--- src/rtl/dptr_pkg.sv ---
package dptr_pkg;
  localparam int SEL_W = 8;
  localparam int SEL_BIT  = 0;
  localparam int AUTO_BIT = 5;
  localparam int DOWN_BIT = 7;
  localparam logic [SEL_W-1:0] SEL_KEEP  = 8'hE5;
  localparam logic [SEL_W-1:0] SEL_FORCE = 8'h04;
  localparam logic [SEL_W-1:0] SEL_RESET = 8'h04;

  typedef struct packed {
    logic stepEn;
    logic loadEn;
    logic down;
    logic ptrSel;
    logic flat;
  } dpCmd_t;
endpackage

--- src/rtl/dptr_ctrl.sv ---
module dptr_ctrl
  import dptr_pkg::*;
(
  input  logic             clk,
  input  logic             rstN,
  input  logic             selWrEn,
  input  logic [SEL_W-1:0] selWrData,
  input  logic             flatMode,
  input  logic             stepStb,
  input  logic             loadStb,
  input  logic             accessStb,
  output dpCmd_t           cmd,
  output logic [SEL_W-1:0] selOut
);
  logic [SEL_W-1:0] selReg;
  logic [SEL_W-1:0] selNext;
  logic             anyOp;
  logic             flipSel;

  assign anyOp   = stepStb | loadStb | accessStb;
  assign flipSel = anyOp & selReg[AUTO_BIT];

  always_comb begin
    selNext = selReg;
    if (selWrEn)
      selNext = (selWrData & SEL_KEEP) | SEL_FORCE;
    else if (flipSel)
      selNext[SEL_BIT] = ~selReg[SEL_BIT];
  end

  always_ff @(posedge clk or negedge rstN) begin
    if (!rstN) selReg <= SEL_RESET;
    else       selReg <= selNext;
  end

  // load has priority over step
  always_comb begin
    cmd.loadEn = loadStb;
    cmd.stepEn = stepStb & ~loadStb;
    cmd.down   = selReg[DOWN_BIT];
    cmd.ptrSel = selReg[SEL_BIT];
    cmd.flat   = flatMode;
  end

  assign selOut = selReg;
endmodule

--- src/rtl/dptr_path.sv ---
module dptr_path
  import dptr_pkg::*;
#(
  parameter int BYTE_W = 8,
  localparam int PAIR_W = 2 * BYTE_W,
  localparam int ADDR_W = 3 * BYTE_W
) (
  input  logic              clk,
  input  logic              rstN,
  input  dpCmd_t            cmd,
  input  logic [ADDR_W-1:0] loadData,
  output logic [ADDR_W-1:0] addrOut
);
  localparam int NUM_PTR = 2;

  logic [PAIR_W-1:0] ptrQ [NUM_PTR];
  logic [BYTE_W-1:0] extQ;
  logic [PAIR_W-1:0] curPtr;
  logic [ADDR_W-1:0] fullAddr;
  logic [ADDR_W-1:0] stepped;

  assign curPtr   = ptrQ[cmd.ptrSel];
  assign fullAddr = {extQ, curPtr};
  // low PAIR_W bits equal a 16-bit wrap; upper byte used only in flat mode
  assign stepped  = cmd.down ? fullAddr - ADDR_W'(1) : fullAddr + ADDR_W'(1);

  for (genvar g = 0; g < NUM_PTR; g++) begin : gen_ptr
    logic [PAIR_W-1:0] q;
    always_ff @(posedge clk or negedge rstN) begin
      if (!rstN)
        q <= '0;
      else if (cmd.ptrSel == 1'(g)) begin
        if (cmd.loadEn)      q <= loadData[PAIR_W-1:0];
        else if (cmd.stepEn) q <= stepped[PAIR_W-1:0];
      end
    end
    assign ptrQ[g] = q;
  end

  always_ff @(posedge clk or negedge rstN) begin
    if (!rstN)
      extQ <= '0;
    else if (cmd.flat) begin
      if (cmd.loadEn)      extQ <= loadData[ADDR_W-1:PAIR_W];
      else if (cmd.stepEn) extQ <= stepped[ADDR_W-1:PAIR_W];
    end
  end

  assign addrOut = cmd.flat ? fullAddr : {{BYTE_W{1'b0}}, curPtr};
endmodule

--- src/rtl/dptr_pair.sv ---
module dptr_pair
  import dptr_pkg::*;
#(
  parameter int BYTE_W = 8,
  localparam int ADDR_W = 3 * BYTE_W
) (
  input  logic              clk,
  input  logic              rstN,
  input  logic              selWrEn,
  input  logic [SEL_W-1:0]  selWrData,
  input  logic              flatMode,
  input  logic              stepStb,
  input  logic              loadStb,
  input  logic              accessStb,
  input  logic [ADDR_W-1:0] loadData,
  output logic [ADDR_W-1:0] addrOut,
  output logic [SEL_W-1:0]  selOut
);
  dpCmd_t cmd;

  dptr_ctrl u_ctrl (
    .clk(clk), .rstN(rstN), .selWrEn(selWrEn), .selWrData(selWrData),
    .flatMode(flatMode), .stepStb(stepStb), .loadStb(loadStb),
    .accessStb(accessStb), .cmd(cmd), .selOut(selOut)
  );

  dptr_path #(.BYTE_W(BYTE_W)) u_path (
    .clk(clk), .rstN(rstN), .cmd(cmd), .loadData(loadData), .addrOut(addrOut)
  );
endmodule

--- config.mk ---
export PLATFORM = sky130hd
export DESIGN_NAME = dptr_pair
export DESIGN_NICKNAME = d
export VERILOG_FILES = /design/src/rtl/dptr_pkg.sv /design/src/rtl/dptr_ctrl.sv /design/src/rtl/dptr_path.sv /design/src/rtl/dptr_pair.sv
export SDC_FILE = /design/constraint.sdc
export NUM_CORES = 1
export LEC_CHECK = 0
export ABC_CLOCK_PERIOD_IN_PS = 4000
export BUFFER_PORTS_ARGS = -buffer_cell sky130_fd_sc_hd__buf_4
export CAP_MARGIN = 10
export CORE_ASPECT_RATIO = 1.4
export CORE_MARGIN = 2
export CORE_UTILIZATION = 30
export DETAILED_ROUTE_END_ITERATION = 7
export SYNTH_ARGS = -nofsm -noshare
export SYNTH_HDL_FRONTEND = slang
export SYNTH_HIERARCHICAL = 1
export SYNTH_SLANG_ARGS = --single-unit
--- constraint.sdc ---
create_clock -name clk -period 4 [get_ports clk]
set_input_delay 0 -clock clk [delete_from_list [all_inputs] [get_ports clk]]
set_output_delay 0 -clock clk [all_outputs]
set_load 0.05 [all_outputs]
==> impl_metrics.prom <==
# TYPE chip_impl_metric gauge
chip_impl_metric{name="vdd_drop_max",unit="mV"} 0.271
chip_impl_metric{name="clock_network_fraction_of_design_power",unit="%"} 13.2
chip_impl_metric{name="finalCritPeriodShare",unit="%"} 88.6
chip_impl_metric{name="first_pass_iters",unit=""} 4
chip_impl_info{name="synth_top_cells_by_area",value="sky130_fd_sc_hd__dfrtp_1 33%, sky130_fd_sc_hd__ha_1 8.3%, sky130_fd_sc_hd__mux2_2 6.1%, sky130_fd_sc_hd__nand2_1 5.2%, sky130_fd_sc_hd__a21oi_1 4.5%"} 1
chip_impl_metric{name="floorplan.io_pins",unit=""} 71
chip_impl_metric{name="p_sw",unit="mW"} 1.73
chip_impl_metric{name="p_leak",unit="nW"} 1.97
chip_impl_metric{name="antenna_found_initial",unit=""} 0
chip_impl_metric{name="grt_pass1_vias",unit=""} 2929
chip_impl_metric{name="logic_gate_share_of_total_power",unit="%"} 66.0
chip_impl_info{name="holdPathEnd",value="u_path/gen_ptr[0].q[13]"} 1
chip_impl_info{name="worstSetupStartpointType",value="register"} 1
chip_impl_metric{name="fmax",unit="MHz"} 282
chip_impl_info{name="synth_area_leader_cell",value="sky130_fd_sc_hd__dfrtp_1"} 1
chip_impl_metric{name="start_util",unit="%"} 30.7
chip_impl_info{name="root_buffer",value="sky130_fd_sc_hd__clkbuf_16"} 1
chip_impl_metric{name="worst_setup_hold_path_clk_slew",unit="ns"} 0.06
chip_impl_info{name="cts_tree",value="yes"} 1
chip_impl_metric{name="cts_post_setup_buffers_inserted",unit=""} 0
chip_impl_metric{name="placement_rows",unit=""} 45
chip_impl_metric{name="viasPerCell",unit=""} 5.07
chip_impl_metric{name="fin_skew",unit="ns"} 0.00620
chip_impl_metric{name="cap_viol_max_count",unit=""} 0
chip_impl_metric{name="drt-total-wl",unit="µm"} 8570
chip_impl_metric{name="cp_max_fo",unit=""} 13
chip_impl_metric{name="tritoncts.num_buffers",unit=""} 5
chip_impl_metric{name="dieArea",unit="µm²"} 11900
chip_impl_metric{name="grt_remaining_overflow",unit=""} 0
chip_impl_metric{name="yosys.cell_types.count",unit=""} 47
chip_impl_info{name="critical_path.endpoint_type",value="register"} 1
chip_impl_metric{name="area_growth",unit="%"} 25.1
chip_impl_metric{name="syn-instance-count",unit=""} 385
chip_impl_metric{name="dp_hpwl",unit="µm"} 6240
chip_impl_metric{name="die_h",unit="µm"} 128
chip_impl_metric{name="ys_seq_elements",unit=""} 44
chip_impl_metric{name="initialDrtViolationCount",unit=""} 94
chip_impl_info{name="yosysMostFrequentCell",value="sky130_fd_sc_hd__nand2_1"} 1
chip_impl_metric{name="clk-insertion-delay-late",unit="ns"} 0.29
chip_impl_metric{name="report.final.slew_viol_count",unit=""} 0
chip_impl_metric{name="reg2reg_slack",unit="ns"} 0.46
chip_impl_metric{name="avgSynthCellArea",unit="µm²"} 8.63
chip_impl_metric{name="fp.coreArea",unit="µm²"} 10800
chip_impl_info{name="min-delay-path-class",value="input port to register"} 1
chip_impl_metric{name="grt_pass1_wl",unit="µm"} 13900
chip_impl_metric{name="number_of_enable_type_register_cells_in_the_synthesized_netlist",unit=""} 0
chip_impl_metric{name="fin_tns_setup",unit="ns"} 0
chip_impl_metric{name="port_buffers",unit=""} 62
chip_impl_metric{name="drive_above_1_share",unit="%"} 23.8
chip_impl_info{name="setup.worst_path.class",value="register to register"} 1
chip_impl_info{name="r2r_start",value="u_ctrl/selOut[0]"} 1
chip_impl_metric{name="die_width",unit="µm"} 92.9
chip_impl_info{name="worstReg2RegEnd",value="u_path/extQ[7]"} 1
chip_impl_metric{name="seq_area_frac_synth",unit="%"} 33.2
chip_impl_metric{name="ctsLongestPathBuffers",unit=""} 2
chip_impl_metric{name="cp.required",unit="ns"} 4.23
chip_impl_metric{name="period_minus_slack",unit="ns"} 3.54
chip_impl_metric{name="final_hold_viol_count",unit=""} 0
chip_impl_metric{name="ff2ff_path_depth",unit=""} 12
chip_impl_metric{name="seqPwrFrac",unit="%"} 20.9
chip_impl_metric{name="max_slew_margin",unit="%"} 26.0
chip_impl_metric{name="ctsHtreeMaxLevel",unit=""} 2
chip_impl_metric{name="ys_async_sr_fraction",unit="%"} 100
chip_impl_metric{name="power_density",unit="nW/µm²"} 859
chip_impl_metric{name="utilization",unit="%"} 38.4
chip_impl_metric{name="setup_viol",unit=""} 0
chip_impl_metric{name="power.share.switching",unit="%"} 48.5
chip_impl_metric{name="diodes",unit=""} 0
chip_impl_metric{name="p_int",unit="mW"} 1.84
chip_impl_metric{name="synth_top_cell_area_share",unit="%"} 33.2
chip_impl_metric{name="worstPathArrival",unit="ns"} 3.77
chip_impl_metric{name="pin_count_of_the_biggest_net_entering_global_routing",unit=""} 46
chip_impl_metric{name="postRouteAntennaNets",unit=""} 0
chip_impl_info{name="hold_path.startpoint",value="loadData[13]"} 1
chip_impl_metric{name="gr-usage-all-layers",unit="%"} 14.6
chip_impl_metric{name="worstMarginPinSlew",unit="ns"} 1.11
chip_impl_info{name="dominantRegCellSynth",value="sky130_fd_sc_hd__dfrtp_1"} 1
chip_impl_metric{name="min_delay_path_depth",unit=""} 3
chip_impl_metric{name="yosys_warnings",unit=""} 6
chip_impl_metric{name="numClockSinks",unit=""} 44
chip_impl_metric{name="route.vias.total",unit=""} 2978
chip_impl_metric{name="worst_hold_slack",unit="ns"} 0.0112
chip_impl_metric{name="drc_viols",unit=""} 0
chip_impl_metric{name="detail_route.wl_per_cell",unit="µm"} 14.6
chip_impl_info{name="rsz0062_at_grt",value="false"} 1
chip_impl_info{name="synth.top_cells.by_count",value="46 x sky130_fd_sc_hd__nand2_1, 44 x sky130_fd_sc_hd__dfrtp_1, 30 x sky130_fd_sc_hd__a21oi_1, 27 x sky130_fd_sc_hd__o21ai_0, 23 x sky130_fd_sc_hd__nor2_1"} 1
chip_impl_metric{name="num-nets-final",unit=""} 507
chip_impl_metric{name="synth_area",unit="µm²"} 3320
chip_impl_metric{name="gp_congestion",unit=""} 0.836
chip_impl_info{name="run_status",value="finished, final reports clean"} 1
[cells in the final DEF (no fill, tap or decap), drive strengths merged, types with 3 or more instances in the layout]
master and instances:
dlygate4sd3 9, conb 4, mux2i 6, nor3 3, nand3 4, a21oi 32
nand2 46, buf 71, o21bai 6, ha 22, inv 7, and3 9
nor2 23, a31oi 3, nand4 9, a21o 13, o21ai 45, o31ai 3
a221o 7, nor2b 4, clkbuf 6, xor2 7, xnor2 15, and2 8
mux2 18, dfrtp 44
[power groups by stage]
stage	Sequential, mW	Clock, mW	Combinational, mW
2_1_floorplan	0.727	0	1.80
3_3_place_gp	0.746	0	2.33
3_5_place_dp	0.757	0	2.34
4_1_cts	0.748	0.482	2.37
5_1_grt	0.771	0.497	2.57
6_report	0.744	0.469	2.35
[per-stage QoR]
step / instances / setup slack [ns] / total power, mW / cell area, µm²
after detailed placement: 570 / 0.435 / 3.10 / 3900
after floorplan: 387 / 0.287 / 2.53 / 3330
after global routing: 587 / 0.208 / 3.84 / 4150
after CTS: 587 / 0.413 / 3.60 / 4150
after global placement: 570 / 0.472 / 3.07 / 3900
final: 587 / 0.458 / 3.57 / 4150
[cell type report]
type                       count  area, µm²
fill                        1125       6660
multi-input combinational    306       2060
clock inverter                 2       35.0
sequential                    44       1100
clock buffer                   6        129
timing repair buffer          80        623
inverter                       8       30.0
tap                          141        176
[state kept, by name, indices dropped and copies added (netlist names)]
| name | count |
|---|---|
| u_ctrl/selOut | 4 |
| u_path/extQ | 8 |
| u_path/gen_ptr.q | 32 |
[layer usage]
metal	part of all wire [%]	track usage [%]	wire, µm
met5	0	0	0
met4	1.8	5.28	154
met3	3.3	2.46	283
met2	55	27.7	4690
met1	40	16.1	3440
[what timing repair did]
item	4_1_cts	5_1_grt
hold buffers	9	0
resized for setup	0	0
endpoints found under the hold margin	48	0
[cell families after synthesis]
family	Yosys count	share of synthesized area [%]
AO/OA/AOI/OAI	121	22.7
XOR/XNOR	22	5.80
adder cells (fa/ha/maj)	23	8.89
buffers and inverters	37	5.31
flip-flops	44	33.2
multiplexers	24	7.91
other	2	0.226
AND/OR/NAND/NOR	112	16.0
[worst max path at each step]
stage                     start             end  slack, ns  cells past startpoint
2_1_floorplan  u_ctrl/selOut[0]  u_path/extQ[7]       0.29                     13
3_3_place_gp   u_ctrl/selOut[0]  u_path/extQ[7]       0.47                     12
3_5_place_dp   u_ctrl/selOut[0]  u_path/extQ[7]       0.44                     12
4_1_cts        u_ctrl/selOut[0]  u_path/extQ[7]       0.41                     12
5_1_grt        u_ctrl/selOut[0]  u_path/extQ[7]       0.21                     12
6_report       u_ctrl/selOut[0]  u_path/extQ[7]       0.46                     12
[worst max-delay path: stages (launching register included)]
cell and delay, ns:
sky130_fd_sc_hd__dfrtp_1 0.73, sky130_fd_sc_hd__mux2i_1 0.40, sky130_fd_sc_hd__inv_1 0.13, sky130_fd_sc_hd__ha_1 0.31, sky130_fd_sc_hd__nand4_1 0.09, sky130_fd_sc_hd__o22ai_1 0.24, sky130_fd_sc_hd__a21oi_1 0.11, sky130_fd_sc_hd__o41ai_1 0.52
sky130_fd_sc_hd__buf_4 0.21, sky130_fd_sc_hd__a31oi_1 0.10, sky130_fd_sc_hd__xnor2_1 0.15, sky130_fd_sc_hd__or4_1 0.40, sky130_fd_sc_hd__nand3_1 0.09
Power figures use the tool's default switching activity.
